`config.mk`:
```
export PLATFORM = sky130hd
export DESIGN_NAME = smc_bank_router
export DESIGN_NICKNAME = d
export VERILOG_FILES = /design/src/rtl/smc_pkg.sv /design/src/rtl/smc_addr_xlate.sv /design/src/rtl/smc_wrap_split.sv /design/src/rtl/smc_bank_router.sv
export SDC_FILE = /design/constraint.sdc
export NUM_CORES = 1
export LEC_CHECK = 0
export BUFFER_PORTS_ARGS = -buffer_cell sky130_fd_sc_hd__clkbuf_2
export CAP_MARGIN = 5
export CORE_UTILIZATION = 50
export DETAILED_ROUTE_END_ITERATION = 10
export PLACE_DENSITY = 0.87
export SLEW_MARGIN = 15
export SYNTH_ARGS = -nofsm -noshare
export SYNTH_HDL_FRONTEND = slang
export SYNTH_SLANG_ARGS = --single-unit
export TNS_END_PERCENT = 1
```
`constraint.sdc`:
```
create_clock -name clk -period 5.6 [get_ports clk]
set_input_delay 1.12 -clock clk [delete_from_list [all_inputs] [get_ports clk]]
set_output_delay 1.12 -clock clk [all_outputs]
set_load 0.03 [all_outputs]
```
`src/rtl/smc_pkg.sv`:
```
package smc_pkg;
  parameter int NBANK   = 4;
  parameter int BSEL_W  = $clog2(NBANK);
  parameter int MEM_AW  = 26;
  parameter int ADDR_W  = MEM_AW + BSEL_W;
  parameter int MAX_WRAP = 16;
  parameter int OFS_W   = $clog2(MAX_WRAP);
  parameter int BEAT_W  = OFS_W + 1;

  typedef struct packed {
    logic [MEM_AW-1:0] addr;
    logic [BEAT_W-1:0] beats;
    logic              wrap;
  } part_t;
endpackage

```
`src/rtl/smc_addr_xlate.sv`:
```
module smc_addr_xlate
  import smc_pkg::*;
(
  input  logic [ADDR_W-1:0] byte_addr,
  input  logic [NBANK-1:0]  cfg_w16,
  output logic [BSEL_W-1:0] bank,
  output logic [NBANK-1:0]  cs,
  output logic [MEM_AW-1:0] word_addr
);
  assign bank = byte_addr[ADDR_W-1 -: BSEL_W];

  for (genvar k = 0; k < NBANK; k++) begin : g_cs
    assign cs[k] = (bank == BSEL_W'(k));
  end

  always_comb begin
    if (cfg_w16[bank]) word_addr = {1'b0, byte_addr[MEM_AW-1:1]};
    else               word_addr = byte_addr[MEM_AW-1:0];
  end
endmodule

```
`src/rtl/smc_wrap_split.sv`:
```
module smc_wrap_split
  import smc_pkg::*;
(
  input  logic [MEM_AW-1:0] word_addr,
  input  logic [BEAT_W-1:0] beats,
  input  logic              wrap,
  input  logic              bank_wrap_en,
  input  logic              bank_wrap16,
  output part_t             p1,
  output part_t             p2,
  output logic              has_p2
);
  localparam logic [BEAT_W-1:0] LEN_S = BEAT_W'(MAX_WRAP / 2);
  localparam logic [BEAT_W-1:0] LEN_L = BEAT_W'(MAX_WRAP);

  logic             is_len, len_match, pass;
  logic [OFS_W-1:0] mask, ofs;

  always_comb begin
    is_len    = (beats == LEN_S) || (beats == LEN_L);
    len_match = bank_wrap16 ? (beats == LEN_L) : (beats == LEN_S);
    pass      = wrap && is_len && bank_wrap_en && len_match;
    mask      = (beats == LEN_L) ? {OFS_W{1'b1}} : {1'b0, {(OFS_W-1){1'b1}}};
    ofs       = word_addr[OFS_W-1:0] & mask;
    has_p2    = wrap && is_len && !pass && (ofs != '0);

    p1.addr   = word_addr;
    p1.beats  = has_p2 ? beats - {1'b0, ofs} : beats;
    p1.wrap   = pass;

    p2.addr   = word_addr & ~{{(MEM_AW-OFS_W){1'b0}}, mask};
    p2.beats  = {1'b0, ofs};
    p2.wrap   = 1'b0;
  end
endmodule

```
`src/rtl/smc_bank_router.sv`:
```
module smc_bank_router
  import smc_pkg::*;
(
  input  logic              clk,
  input  logic              rst_n,
  input  logic [NBANK-1:0]  cfg_bank_en,
  input  logic [NBANK-1:0]  cfg_w16,
  input  logic [NBANK-1:0]  cfg_wrap_en,
  input  logic [NBANK-1:0]  cfg_wrap16,
  input  logic [NBANK-1:0]  cfg_sync,
  input  logic              in_valid,
  output logic              in_ready,
  input  logic [ADDR_W-1:0] in_addr,
  input  logic [BEAT_W-1:0] in_beats,
  input  logic              in_wrap,
  output logic              out_valid,
  input  logic              out_ready,
  output logic [NBANK-1:0]  out_cs,
  output logic [MEM_AW-1:0] out_addr,
  output logic [BEAT_W-1:0] out_beats,
  output logic              out_wrap,
  output logic              out_sync,
  output logic              err
);
  logic [BSEL_W-1:0] bank;
  logic [NBANK-1:0]  cs;
  logic [MEM_AW-1:0] word_addr;
  part_t             p1, p2, cur_q, p2_q;
  logic              has_p2, pend_q, valid_q, sync_q, err_q, accept, bank_ok;
  logic [NBANK-1:0]  cs_q;

  smc_addr_xlate u_xlate (
    .byte_addr (in_addr),
    .cfg_w16   (cfg_w16),
    .bank      (bank),
    .cs        (cs),
    .word_addr (word_addr)
  );

  smc_wrap_split u_split (
    .word_addr    (word_addr),
    .beats        (in_beats),
    .wrap         (in_wrap),
    .bank_wrap_en (cfg_wrap_en[bank]),
    .bank_wrap16  (cfg_wrap16[bank]),
    .p1           (p1),
    .p2           (p2),
    .has_p2       (has_p2)
  );

  assign in_ready = !pend_q && (!valid_q || out_ready);
  assign accept   = in_valid && in_ready;
  assign bank_ok  = cfg_bank_en[bank];

  always_ff @(posedge clk) begin
    if (!rst_n) begin
      valid_q <= 1'b0;
      pend_q  <= 1'b0;
      err_q   <= 1'b0;
      sync_q  <= 1'b0;
      cs_q    <= '0;
      cur_q   <= '0;
      p2_q    <= '0;
    end else begin
      err_q <= accept && !bank_ok;
      if (valid_q && out_ready) begin
        if (pend_q) begin
          cur_q  <= p2_q;
          pend_q <= 1'b0;
        end else begin
          valid_q <= 1'b0;
        end
      end
      if (accept && bank_ok) begin
        cur_q   <= p1;
        p2_q    <= p2;
        pend_q  <= has_p2;
        valid_q <= 1'b1;
        cs_q    <= cs;
        sync_q  <= cfg_sync[bank];
      end
    end
  end

  assign out_valid = valid_q;
  assign out_cs    = cs_q;
  assign out_addr  = cur_q.addr;
  assign out_beats = cur_q.beats;
  assign out_wrap  = cur_q.wrap;
  assign out_sync  = sync_q;
  assign err       = err_q;
endmodule

```
# Yosys cells after proc, flatten, opt, wreduce, memory -nomap -nowiden
# Index checks and enable logic that the tools add are counted.
# totals
register_bits	70
out_inout_bits	40
elab_cells	65
# op_classes
n_addsub	1
magnitude_cmp	1
n_eq_ne	6
mux	22
bitwise	3
n_reduce_logical	22
# ops
cell	n
two-way mux 32 bit	3
bitwise AND 26 bit	1
two-way mux 26 bit	1
NOT 4 -> 26 bit	1
two-way mux 1 bit	11
binary-select mux 1 bit (select 2 bit)	5
logical AND 1 bit	10
== test 5 x 4 -> 1 bit (second input constant)	1
== test 5 bit (second input constant)	1
two-way mux 5 bit	1
subtractor 5 x 4 -> 5 bit	1
bitwise AND 4 bit	1
== test 2 bit (second input constant)	2
zero test 1 bit	4
two-way mux 4 bit	1
AND reduction 2 bit	2
nonzero test 2 bit	2
nonzero test 4 bit	1
< comparator 2 x 3 -> 1 bit (second input constant)	1
== test 2 x 1 -> 1 bit (second input constant)	1
zero test 2 bit	1
logical OR 1 bit	2
!= test 2 x 1 -> 1 bit (second input constant)	1

# Longest topological paths before layout
# Gate-level depths: netlist of run 1.
# logic_depth
ltp_word	10
mapped_depth	12
depth_no_buf	10

# Modules after synthesis
# Synthesis of run 1 repeated with hierarchy kept, for this count alone.
# hier_totals
hier_cells	460
area_unflattened_um2	4286.6
# modules_own_cells
module	n_inst	cells_per_inst	area_per_inst_um2	seq_area_each_um2
smc_bank_router	1	326	3083.0	1441.4
smc_wrap_split	1	97	730.7	0.0
smc_addr_xlate	1	37	473.0	0.0

# Least setup slack after synthesis of run 1
# OpenSTA, ideal clock, no wires.
# synth_path
kind	input -> register
start	input port in_addr[26]
end	register cur_q (netlist bit out_beats[4])
t_arrival_ns	3.155
required_time_ns	5.483
path_slack_ns	2.328
path_stages	10
path_buffers	2
path_cell_list	buf_6 mux4_2 buf_6 mux2i_4 xor2_1 ha_1 a221oi_1 o2111ai_1 xnor2_1 a32o_1
# synth_via
elab_chain_cells	9
# synth_rtl
item	line_no	source
start: declaration	smc_bank_router.sv:13	input logic [ADDR_W-1:0] in_addr,
parallel branches: the longest is 9 deep, another holds subtractor 5 x 4 -> 5 bit	--	
end signal: assignment	smc_bank_router.sv:68	cur_q <= p2_q;
end signal: assignment	smc_bank_router.sv:75	cur_q <= p1;
end: declaration	smc_bank_router.sv:28	part_t p1, p2, cur_q, p2_q;
# Several ways; the timed one is not identified. The select of a mux whose other input is x is not followed.
# A chain may end at the register's enable or synchronous reset.

# Worst setup path after layout of run 1
# Ends and elaborated chain as after synthesis.

==> flow_summary.rst, run 1 <==
.. list-table::
   :header-rows: 1

   * - Metric
     - Value
   * - Final-report hold violation count
     - 0
   * - Fraction of power spent switching nets
     - 28.1%
   * - Number of cells traversed by the worst register-to-register path
     - 5
   * - Number of synthesized register bits
     - 67
   * - Total routing resource utilization after global routing
     - 24.0%
   * - Top-level port count
     - 98
   * - Post-synthesis instance total
     - around 370
   * - Internal reg-to-reg setup slack
     - approximately 3.4 ns
   * - Origin of the critical flop-to-flop path
     - out_valid
   * - Internal power contribution
     - 803 µW
   * - Max-slew violation total from the final report
     - 0
   * - Startpoint Class
     - primary input
   * - Die span in y
     - 81.3 µm
   * - Initial antenna violation count
     - 0
   * - Worst reg2reg path endpoint
     - out_beats[0]
   * - Clk buf depth
     - 2
   * - Proportion of layout cells with a drive suffix above 1
     - 27.1%
   * - Maximum number of pins on one net before global-route repair
     - 61
   * - Clock Latency Late Sink
     - between 0.3 and 0.4 ns
   * - Slew @ Worst Pin
     - 1.02 ns
   * - Ratio of final minimum period to clock period
     - about two thirds
   * - Routed vias
     - 2,916
   * - Leakage power
     - 1.65 nW
   * - Worst hold slack across all endpoints
     - about 0.45 ns
   * - Post-CTS Setup Repair Bufs
     - 0
   * - Initial standard-cell utilization of the core
     - 52.4%
   * - Max Cap Violations
     - 0
   * - Number of vias per cell
     - 5.48
   * - Number of hold buffers added after CTS
     - 0
   * - Clock Root Buffer
     - sky130_fd_sc_hd__clkbuf_8
   * - FP Rows
     - 28
   * - Routed len/inst
     - 13.8 µm
   * - Die width
     - 81.3 µm
   * - Result of the run
     - finished clean
   * - Yosys synthesis warning count
     - 0
   * - Clock network fraction of total power
     - a little over a third
   * - Number of nets in the final layout
     - roughly 500
   * - TNS Setup
     - 0 ns
   * - Half-perimeter wire length after detailed placement
     - around 5.2 mm
   * - Syn nets
     - roughly 430
   * - Worst supply voltage drop on vdd
     - 0.000177 V
   * - Number of global-route vias before repair
     - ~2.8k
   * - Residual DRC
     - 0
   * - Remaining max-slew budget at the tightest pin
     - about a third
   * - Setup repair after global routing missed its margin
     - false
   * - Maximum fanout count along the critical path
     - 28
   * - Clock tree from TritonCTS
     - built
   * - Clock period minus worst slack
     - 3.66 ns
   * - Last weighted congestion value of the routability-driven placer
     - 0.855
   * - Mean instance size in the synthesized netlist
     - ~8.5 µm²
   * - Clock-pin slew reported for the worst setup and hold paths after clock tree synthesis
     - 0.07 ns
   * - Die ar.
     - roughly 0.0066 mm²
   * - Cell area after synthesis
     - 0.00314 mm²
   * - NetSw
     - between 300 and 400 µW
   * - Count of input and output buffers
     - 97
   * - Area Growth Syn to Fin
     - 21.6%
   * - Max Clock Skew
     - 0.00467 ns
   * - WP data required
     - 5.83 ns
   * - Detailed-router iteration count before antenna repair
     - 6
   * - Detailed Route Iter0 Violations
     - 185
   * - Number of antenna repair diodes
     - 0
   * - Capturing instance or port of the critical path
     - out_beats[4]
   * - CTS H-tree lvls
     - 3
   * - Total wire length
     - 7.36 mm
   * - Critical Path AT
     - 3.89 ns
   * - Critical path launch point
     - in_addr[26]
   * - Seq pwr share
     - 45.9%
   * - Logic pwr share
     - 19.2%
   * - Number of buffers created by CTS
     - 9
   * - Global-route wire length before repair
     - 12.0 mm
   * - Core ar.
     - 0.00599 mm²
   * - HP Class
     - flip-flop to flip-flop
   * - Part of the Yosys area used for sequential elements
     - 42.7%
   * - Pwr per Cell Area
     - ~290 mW/mm²
   * - Remaining antenna violation count
     - 0
   * - Endpoints failing setup
     - 0
   * - Grt total ovfl
     - 0
   * - Crit. End Element
     - flip-flop
   * - Number of cells upsized or downsized after cts
     - 0
   * - Post-synth cell types
     - 42
   * - Critical path class
     - primary input to flip-flop
   * - Clock sink count
     - 67
   * - Max frequency
     - 0.273 GHz
[critical path, cell delays in order]
cell and delay (ns):
sky130_fd_sc_hd__clkbuf_2 0.19, sky130_fd_sc_hd__mux4_2 0.99, sky130_fd_sc_hd__mux2i_4 0.45, sky130_fd_sc_hd__xor2_1 0.13, sky130_fd_sc_hd__ha_1 0.24, sky130_fd_sc_hd__a221oi_1 0.23, sky130_fd_sc_hd__o2111ai_1 0.18, sky130_fd_sc_hd__xnor2_1 0.15
sky130_fd_sc_hd__a32o_1 0.20
[power groups by stage]
stage / logic (mW) / registers, mW / clock network, mW
after CTS: 0.214 / 0.513 / 0.396
final: 0.214 / 0.513 / 0.390
after global routing: 0.235 / 0.515 / 0.418
after floorplan: 0.126 / 0.548 / 0
after detailed placement: 0.212 / 0.523 / 0
after global placement: 0.207 / 0.522 / 0
[through the flow]
stage	setup slack, ns	power [mW]	utilization, %	cells	instance area (µm²)
2_1_floorplan	2.33	0.674	-	368	3140
3_3_place_gp	1.70	0.729	60.6	516	3630
3_5_place_dp	1.60	0.736	60.6	516	3630
4_1_cts	1.96	1.12	63.7	532	3820
5_1_grt	1.76	1.17	63.7	532	3820
6_report	1.94	1.12	63.7	532	3820
[final cells by class]
type	instances	area (µm²)
multi-input combinational	267	1660
tap	75	93.8
timing repair buffer	100	508
clock inverter	2	35.0
clock buffer	14	153
fill	515	2170
sequential	67	1340
inverter	7	26.3
[registers in the layout (all words and copies together) (netlist names)]
register   cells
err            1
out_addr      26
out_beats      5
out_cs         4
out_sync       1
out_valid      1
out_wrap       1
p2_q          27
pend_q         1
[cell families (layout without fill, tap and decap cells)]
kind of cell | Yosys count | in the layout | synth area share [%]
and+or+nand+nor | 145 | 145 | 21.8
AOI/OAI and AO/OA | 80 | 80 | 14.5
DFF | 67 | 67 | 42.7
buffers and inverters | 34 | 123 | 4.66
muxes | 33 | 33 | 13.4
adders and majority gates | 5 | 5 | 1.91
xor gates and xnor gates | 4 | 4 | 1.12
[worst min path at each step]
stage,startpoint,to,slack (ns),depth (start not counted)
after floorplan,p2_q[9],p2_q[9],0.44,2
after global placement,out_cs[2],out_cs[2],0.44,2
after detailed placement,out_addr[24],out_addr[24],0.45,2
after CTS,out_addr[24],out_addr[24],0.46,2
after global routing,out_addr[24],out_addr[24],0.47,2
final,out_addr[8],out_addr[8],0.45,2
[placed cells by master, fill, tap and decap left out, drive strengths merged, types with 2 or more instances in the layout]
master / synthesis / layout
nor2: 20 / 20
a21oi: 38 / 38
mux4: 5 / 5
mux2: 2 / 2
and2: 25 / 25
inv: 7 / 7
a211oi: 5 / 5
nand4: 2 / 2
a22oi: 2 / 2
nor3b: 2 / 2
mux2i: 26 / 26
dfxtp: 67 / 67
clkbuf: 22 / 111
ha: 3 / 3
o21a: 2 / 2
buf: 5 / 3
nand3b: 2 / 2
maj3: 2 / 2
nand3: 6 / 6
nand4b: 2 / 2
nand2: 74 / 74
nor3: 3 / 3
o21ai: 26 / 26
xnor2: 3 / 3
nor2b: 3 / 3
[cell usage after synthesis]
library cell                instances  area share (%)
sky130_fd_sc_hd__and2_1            25             5.0
sky130_fd_sc_hd__and4b_1            1            0.32
sky130_fd_sc_hd__a211oi_2           1            0.40
sky130_fd_sc_hd__nand4b_1           2            0.56
sky130_fd_sc_hd__a211o_1            1            0.28
sky130_fd_sc_hd__nand2b_1           1            0.20
sky130_fd_sc_hd__clkbuf_1          22             2.6
sky130_fd_sc_hd__nor2b_1            3            0.60
sky130_fd_sc_hd__nand3_1            6            0.96
sky130_fd_sc_hd__inv_1              7            0.84
sky130_fd_sc_hd__dfxtp_1           67              43
sky130_fd_sc_hd__maj3_2             2            0.72
sky130_fd_sc_hd__xor2_1             1            0.28
sky130_fd_sc_hd__mux2i_1           24             7.6
sky130_fd_sc_hd__a22oi_1            2            0.48
sky130_fd_sc_hd__o21a_1             2            0.48
sky130_fd_sc_hd__o221ai_1           1            0.28
sky130_fd_sc_hd__nor3_1             3            0.48
sky130_fd_sc_hd__mux4_2             5             3.6
sky130_fd_sc_hd__mux2i_4            2             1.4
sky130_fd_sc_hd__or4b_1             1            0.32
sky130_fd_sc_hd__o21ai_0           26             4.1
sky130_fd_sc_hd__buf_6              2            0.72
sky130_fd_sc_hd__mux2_2             2            0.72
sky130_fd_sc_hd__a21oi_1           38             6.1
sky130_fd_sc_hd__nor3b_1            2            0.48
sky130_fd_sc_hd__a211oi_1           4            0.96
sky130_fd_sc_hd__nor2_1            20             2.4
sky130_fd_sc_hd__ha_1               3             1.2
sky130_fd_sc_hd__nand3b_1           2            0.48
sky130_fd_sc_hd__nand4_1            2            0.40
sky130_fd_sc_hd__xnor2_1            3            0.84
sky130_fd_sc_hd__nand2_1           74             8.8
sky130_fd_sc_hd__a32o_1             1            0.32
sky130_fd_sc_hd__o2111ai_1          1            0.28
sky130_fd_sc_hd__nor4b_1            1            0.28
sky130_fd_sc_hd__a221oi_1           1            0.28
sky130_fd_sc_hd__o311a_1            1            0.32
sky130_fd_sc_hd__or3b_1             1            0.28
sky130_fd_sc_hd__buf_2              3            0.48
sky130_fd_sc_hd__o22ai_1            1            0.20
sky130_fd_sc_hd__nor4_1             1            0.20
[metal layers]
metal | track usage (%) | wire [µm] | up-vias
li1 | - | - | 1429
met1 | 27.7 | 3090 | 1364
met2 | 41.3 | 3610 | 107
met3 | 6.63 | 509 | 16
met4 | 10.2 | 148 | 0
met5 | 0 | 0 | -
Note: power is estimated with default switching activity, not from simulation.
==> run 2: changes to the inputs <==
--- a/config.mk
+++ b/config.mk
@@ -7,9 +7,9 @@
 export LEC_CHECK = 0
 export BUFFER_PORTS_ARGS = -buffer_cell sky130_fd_sc_hd__clkbuf_2
 export CAP_MARGIN = 5
-export CORE_UTILIZATION = 50
+export CORE_UTILIZATION = 46
 export DETAILED_ROUTE_END_ITERATION = 10
-export PLACE_DENSITY = 0.87
+export PLACE_DENSITY = 0.85
 export SLEW_MARGIN = 15
 export SYNTH_ARGS = -nofsm -noshare
 export SYNTH_HDL_FRONTEND = slang
==> constraint.sdc (replaced) <==
create_clock -name clk -period 3.18 [get_ports clk]
set_input_delay 0.636 -clock clk [delete_from_list [all_inputs] [get_ports clk]]
set_output_delay 0.636 -clock clk [all_outputs]
set_load 0.03 [all_outputs]
==> run 2 against run 1 <==
- core utilization shrank 3.2 points
- sequential power grew 76%
- global-route usage decreased by 2.0 points
- non-clock buffer count rose by 7
- die area increased by 8.5%
- via count is 2.6% lower
- register-to-register slack worse by 2.0 ns
- largest cell class unchanged
- highest routed layer unchanged
==> flow_summary.rst, run 2 (synthesized netlist as in run 1, its figures left out) <==
.. list-table::
   :header-rows: 1

   * - Metric
     - Value
   * - Non-filler instance count after layout
     - 541
   * - Crit. End Element
     - flip-flop
   * - Count of input and output buffers
     - 97
   * - Residual DRC
     - 0
   * - Clock tree from TritonCTS
     - built
   * - Number of antenna repair diodes
     - 0
   * - Remaining max-slew budget at the tightest pin
     - 64.9%
   * - Initial standard-cell utilization of the core
     - 48.6%
   * - Clock Root Buffer
     - sky130_fd_sc_hd__clkbuf_8
   * - Die ar.
     - 0.00716 mm²
   * - FP Rows
     - 29
   * - Origin of the critical flop-to-flop path
     - out_valid
   * - Half-perimeter wire length after detailed placement
     - between 5 and 6 mm
   * - Most common cell after layout, fill and taps aside
     - sky130_fd_sc_hd__clkbuf_2
   * - Clock network fraction of total power
     - a little under two fifths
   * - Leakage power
     - about 1.7 nW
   * - TNS Setup
     - 0 ns
   * - Core ar.
     - 0.00646 mm²
   * - Endpoints failing setup
     - 0
   * - Number of nets in the final layout
     - 520
   * - Setup repair after global routing missed its margin
     - false
   * - Total wire length
     - 7.32 mm
   * - Ratio of final minimum period to clock period
     - 81.0%
   * - CTS H-tree lvls
     - 3
   * - Count of cells along the worst hold path
     - 2
   * - Detailed-router iteration count before antenna repair
     - 6
   * - Die width
     - 84.6 µm
   * - Area Growth Syn to Fin
     - 24.5%
   * - Maximum fanout count along the critical path
     - 6
   * - Maximum number of pins on one net before global-route repair
     - 45
   * - Commonest cells after routing, fill and taps aside
     - 97 x sky130_fd_sc_hd__clkbuf_2, 74 x sky130_fd_sc_hd__nand2_1, 67 x sky130_fd_sc_hd__dfxtp_1
   * - Final-report hold violation count
     - 0
   * - Max Cap Violations
     - 0
   * - Total area of multi-input combinational cells
     - roughly 0.0017 mm²
   * - Clk buf depth
     - 2
   * - Routing layer with the top usage in global route
     - met2
   * - HP Class
     - flip-flop to flip-flop
   * - Worst supply voltage drop on vdd
     - 0.000375 V
   * - Logic pwr share
     - between 10% and 20%
   * - Clock sink count
     - 67
   * - Number of buffers created by CTS
     - 9
   * - Met1 usage in global routing
     - about a quarter
   * - Met2 GRT Util
     - around two fifths
   * - Detailed Route Iter0 Violations
     - roughly 140
   * - Post-CTS Setup Repair Bufs
     - 0
   * - Routed len/inst
     - 13.5 µm
   * - Clock period minus worst slack
     - approximately 2.6 ns
   * - Number of cells traversed by the worst register-to-register path
     - 6
   * - Proportion of layout cells with a drive suffix above 1
     - roughly 29%
   * - Number of global-route vias before repair
     - 2,862
   * - NetSw
     - 568 µW
   * - Hold Path Origin
     - out_addr[4]
   * - Die span in y
     - 84.6 µm
   * - Last weighted congestion value of the routability-driven placer
     - about 0.84
   * - Slew @ Worst Pin
     - between 0.5 and 0.6 ns
   * - Critical Path AT
     - 2.80 ns
   * - Total routing resource utilization after global routing
     - 22.0%
   * - Footprint of the flip-flops and latches
     - around 0.0013 mm²
   * - WP data required
     - 3.41 ns
   * - Clock Latency Late Sink
     - ~0.34 ns
   * - Pwr per Cell Area
     - 529 mW/mm²
   * - Result of the run
     - finished clean
   * - Register with the highest flop count
     - p2_q
   * - Top-level port count
     - between 90 and 100
   * - Critical path class
     - primary input to flip-flop
   * - Startpoint Class
     - primary input
   * - Grt total ovfl
     - 0
   * - Max Clock Skew
     - 0.00638 ns
   * - Routed vias
     - 2,839
   * - Clock-pin slew reported for the worst setup and hold paths after clock tree synthesis
     - 0.07 ns
   * - Fill cell instance count of the final layout
     - slightly below 600
   * - Initial antenna violation count
     - 0
   * - Number of hold buffers added after CTS
     - 0
   * - Remaining antenna violation count
     - 0
   * - Met3 track utilization from global routing
     - around 7.4%
   * - Number of vias per cell
     - between 5 and 6
   * - Internal power contribution
     - 1.50 mW
   * - Max frequency
     - ~0.39 GHz
   * - Number of cells upsized or downsized after cts
     - 0
   * - Critical path launch point
     - in_addr[26]
   * - Max-slew violation total from the final report
     - 0
   * - Seq pwr share
     - between 40 and 50%
   * - Max reg flops
     - 27
   * - Global-route wire length before repair
     - 12.6 mm
   * - Fraction of power spent switching nets
     - 27.5%
   * - Placed cells
     - 525
## run 2: final cells by class
| cell class | instances | share of cell area [%] |
|---|---|---|
| timing repair buffer | 107 | 14.3 |
| sequential | 67 | 34.3 |
| clock inverter | 6 | 2.24 |
| tap | 77 | 2.46 |
| inverter | 7 | 0.672 |
| clock buffer | 10 | 3.52 |
| multi-input combinational | 267 | 42.5 |
## run 2: path summary, 6_finish.rpt
| kind | slack (ns) | to |
|---|---|---|
| max | 0.60 | out_beats[4] |
| min | 0.46 | out_addr[4] |
| max reg2reg | 1.48 | out_beats[1] |
| min reg2reg | 0.46 | out_addr[4] |
## run 2: stage by stage
| stage | hold slack, ns | instance area [µm²] | setup slack [ns] | util [%] | power, mW |
|---|---|---|---|---|---|
| 3_3_place_gp | 0.439 | 3680 | 0.342 | 57.1 | 1.29 |
| 2_1_floorplan | 0.440 | 3140 | 0.392 | - | 1.19 |
| 4_1_cts | 0.460 | 3910 | 0.616 | 60.5 | 2.09 |
| 6_report | 0.456 | 3910 | 0.604 | 60.5 | 2.07 |
| 3_5_place_dp | 0.449 | 3680 | 0.262 | 57.1 | 1.30 |
| 5_1_grt | 0.470 | 3910 | 0.444 | 60.5 | 2.17 |
## run 2: worst max-delay path, stage by stage
cell and delay (ns):
sky130_fd_sc_hd__clkbuf_2 0.11, sky130_fd_sc_hd__mux4_2 0.62, sky130_fd_sc_hd__mux2i_4 0.27, sky130_fd_sc_hd__xor2_1 0.16, sky130_fd_sc_hd__ha_1 0.22, sky130_fd_sc_hd__a221oi_1 0.23
sky130_fd_sc_hd__o2111ai_1 0.19, sky130_fd_sc_hd__xnor2_1 0.16, sky130_fd_sc_hd__a32o_1 0.20
## run 2: power groups by stage
stage | clock network, mW | registers (mW) | logic (mW)
4_1_cts | 0.800 | 0.903 | 0.386
3_3_place_gp | 0 | 0.920 | 0.373
5_1_grt | 0.842 | 0.907 | 0.424
6_report | 0.783 | 0.903 | 0.383
2_1_floorplan | 0 | 0.965 | 0.222
3_5_place_dp | 0 | 0.922 | 0.383
## run 2: metal layers
| metal | routed length (µm) | vias up |
|---|---|---|
| li1 | - | 1449 |
| met1 | 3170 | 1291 |
| met2 | 3630 | 93 |
| met3 | 462 | 6 |
| met4 | 50 | 0 |
| met5 | 0 | - |
==> run 3: changes to the inputs <==
--- a/config.mk
+++ b/config.mk
@@ -7,9 +7,9 @@
 export LEC_CHECK = 0
 export BUFFER_PORTS_ARGS = -buffer_cell sky130_fd_sc_hd__clkbuf_2
 export CAP_MARGIN = 5
-export CORE_UTILIZATION = 46
+export CORE_UTILIZATION = 50
 export DETAILED_ROUTE_END_ITERATION = 10
-export PLACE_DENSITY = 0.85
+export PLACE_DENSITY = 0.87
 export SLEW_MARGIN = 15
 export SYNTH_ARGS = -nofsm -noshare
 export SYNTH_HDL_FRONTEND = slang
==> constraint.sdc (replaced) <==
create_clock -name clk -period 2.4 [get_ports clk]
set_input_delay 0.48 -clock clk [delete_from_list [all_inputs] [get_ports clk]]
set_output_delay 0.48 -clock clk [all_outputs]
set_load 0.03 [all_outputs]
==> run 3 against run 2 <==
- via count rose by 5.7%
- worst hold slack got worse by 0.067 ns
- clock skew rose by 0.0029 ns
- register-to-register slack got worse by 0.80 ns
- wire length rose by 5.2%
- clock power rose by 37%
- critical path depth rose by 1
- power rose by 36%
- largest cell class unchanged
- largest power group unchanged
==> flow_summary.rst, run 3 (synthesized netlist as in run 1, its figures left out) <==
.. list-table::
   :header-rows: 1

   * - Metric
     - Value
   * - Area Growth Syn to Fin
     - 28.7%
   * - Die width
     - 81.3 µm
   * - Critical Path AT
     - about 2.6 ns
   * - Clock Root Buffer
     - sky130_fd_sc_hd__clkbuf_8
   * - Fill cell instance count of the final layout
     - 474
   * - Leakage power
     - roughly 1.8 nW
   * - Global-route wire length before repair
     - 12.0 mm
   * - Register with the highest flop count
     - p2_q
   * - Max reg flops
     - 27
   * - Number of antenna repair diodes
     - 0
   * - Max frequency
     - 0.427 GHz
   * - Grt total ovfl
     - 0
   * - Minimum setup slack in the final design
     - 0.0559 ns
   * - Crit. End Element
     - flip-flop
   * - Worst supply voltage drop on vdd
     - between 0.0004 and 0.0005 V
   * - Number of global-route vias before repair
     - 2,691
   * - Final-report hold violation count
     - 0
   * - Clock-pin slew reported for the worst setup and hold paths after clock tree synthesis
     - around 0.070 ns
   * - Max Clock Skew
     - 0.00930 ns
   * - Detailed-router iteration count before antenna repair
     - 4
   * - Final core occ
     - between 60 and 70%
   * - Total cell area at the placement stage
     - between 0.003 and 0.004 mm²
   * - Most common cell after layout, fill and taps aside
     - sky130_fd_sc_hd__clkbuf_2
   * - Initial antenna violation count
     - 0
   * - Initial standard-cell utilization of the core
     - 52.4%
   * - Cell area after layout
     - 0.00404 mm²
   * - Maximum number of pins on one net before global-route repair
     - 41
   * - Clk buf depth
     - 2
   * - Count of input and output buffers
     - 97
   * - Max-slew violation total from the final report
     - 0
   * - CTS H-tree lvls
     - 3
   * - Total routing resource utilization after global routing
     - between 20% and 30%
   * - Clock tree from TritonCTS
     - built
   * - Remaining antenna violation count
     - 0
   * - Max Cap Violations
     - 0
   * - Pwr per Cell Area
     - approximately 700 mW/mm²
   * - Core ar.
     - between 0.005 and 0.006 mm²
   * - Proportion of layout cells with a drive suffix above 1
     - 31.8%
   * - Top-level port count
     - 98
   * - Total wire length
     - 7.70 mm
   * - Half-perimeter wire length after detailed placement
     - about 5.5 mm
   * - Setup repair after global routing missed its margin
     - true
   * - Die span in y
     - about 81 µm
   * - WP data required
     - around 2.6 ns
   * - Remaining max-slew budget at the tightest pin
     - 64.2%
   * - FP Rows
     - 28
   * - Number of buffers created by CTS
     - 9
   * - Detailed Route Iter0 Violations
     - 191
   * - Clock Latency Late Sink
     - about 0.34 ns
   * - Result of the run
     - finished clean
   * - Last weighted congestion value of the routability-driven placer
     - between 0.8 and 0.9
   * - Commonest cells after routing, fill and taps aside
     - 97 x sky130_fd_sc_hd__clkbuf_2, 74 x sky130_fd_sc_hd__nand2_1, 67 x sky130_fd_sc_hd__dfxtp_1
   * - Number of hold buffers added after CTS
     - 0
   * - Residual DRC
     - 0
   * - Routed vias
     - 3,001
   * - Number of nets in the final layout
     - approximately 530
   * - Slew @ Worst Pin
     - ~0.54 ns
   * - HP Class
     - primary input to flip-flop
   * - Ratio of final minimum period to clock period
     - 97.7%
   * - Clock period minus worst slack
     - 2.34 ns
   * - Placement Setup Slack
     - -0.288 ns
   * - Die ar.
     - 0.00660 mm²
   * - Critical path class
     - primary input to flip-flop
   * - Endpoints failing setup
     - 0
   * - Number of vias per cell
     - approximately 5.4
   * - Clock sink count
     - 67
   * - Routed len/inst
     - around 14 µm
   * - Maximum fanout count along the critical path
     - 5
   * - Startpoint Class
     - primary input
run 3: changes by cell type in the layout (fill, tap and decap cells not counted), sizes merged:
cell and delta:
clkbuf +2, inv -1, clkinv -2, clkinvlp +1
buf +14
run 3: what timing repair did:
item	CTS	global route
endpoints found under the setup margin	0	1
resized for setup	0	3
buffers inserted	0	1
run 3: worst max-delay path: stages:
cell	delay, ns
sky130_fd_sc_hd__clkbuf_2	0.11
sky130_fd_sc_hd__mux4_2	0.59
sky130_fd_sc_hd__mux2i_2	0.20
sky130_fd_sc_hd__inv_1	0.08
sky130_fd_sc_hd__ha_2	0.16
sky130_fd_sc_hd__inv_1	0.05
sky130_fd_sc_hd__maj3_2	0.29
sky130_fd_sc_hd__maj3_2	0.32
sky130_fd_sc_hd__xnor2_1	0.14
sky130_fd_sc_hd__o221ai_1	0.13
run 3: worst paths after layout:
kind	to	start	cells past startpoint	slack, ns
max	out_beats[3]	in_addr[26]	10	0.06
min	err	in_valid	3	0.39
max reg2reg	out_beats[0]	pend_q	4	0.68
min reg2reg	out_addr[8]	out_addr[8]	2	0.46
run 3: area by class of cell:
class	count	area [µm²]	share of cell area, %
clock buffers	12	155	3.84
clock inverters	4	72.6	1.80
inverters	7	26.3	0.650
multi-input cells	267	1680	41.4
flip-flops and latches	67	1340	33.2
well taps	75	93.8	2.32
repair buffers	121	678	16.8
run 3: layer usage:
| metal | up-vias | routed length (µm) | track usage [%] |
|---|---|---|---|
| met5 | - | 0 | 0 |
| met2 | 111 | 3780 | 39.5 |
| li1 | 1474 | - | - |
| met1 | 1399 | 3180 | 28.8 |
| met3 | 17 | 582 | 6.07 |
| met4 | 0 | 160 | 13.9 |
run 3: metrics by stage:
| step | TNS (ns) | hold WS (ns) | instances | total power [mW] |
|---|---|---|---|---|
| finish | 0 | 0.389 | 553 | 2.81 |
| floorplan | -0.458 | 0.440 | 368 | 1.58 |
| CTS | 0 | 0.376 | 552 | 2.82 |
| detailed placement | -0.895 | 0.447 | 536 | 1.76 |
| global placement | -0.511 | 0.442 | 536 | 1.74 |
| global route | -0.0179 | 0.396 | 553 | 2.93 |
run 3: power breakdown:
group / leakage, nW / switching (mW) / internal (mW)
registers: 0.545 / 0.0245 / 1.17
clock network: 0.113 / 0.426 / 0.641
logic: 1.11 / 0.320 / 0.229
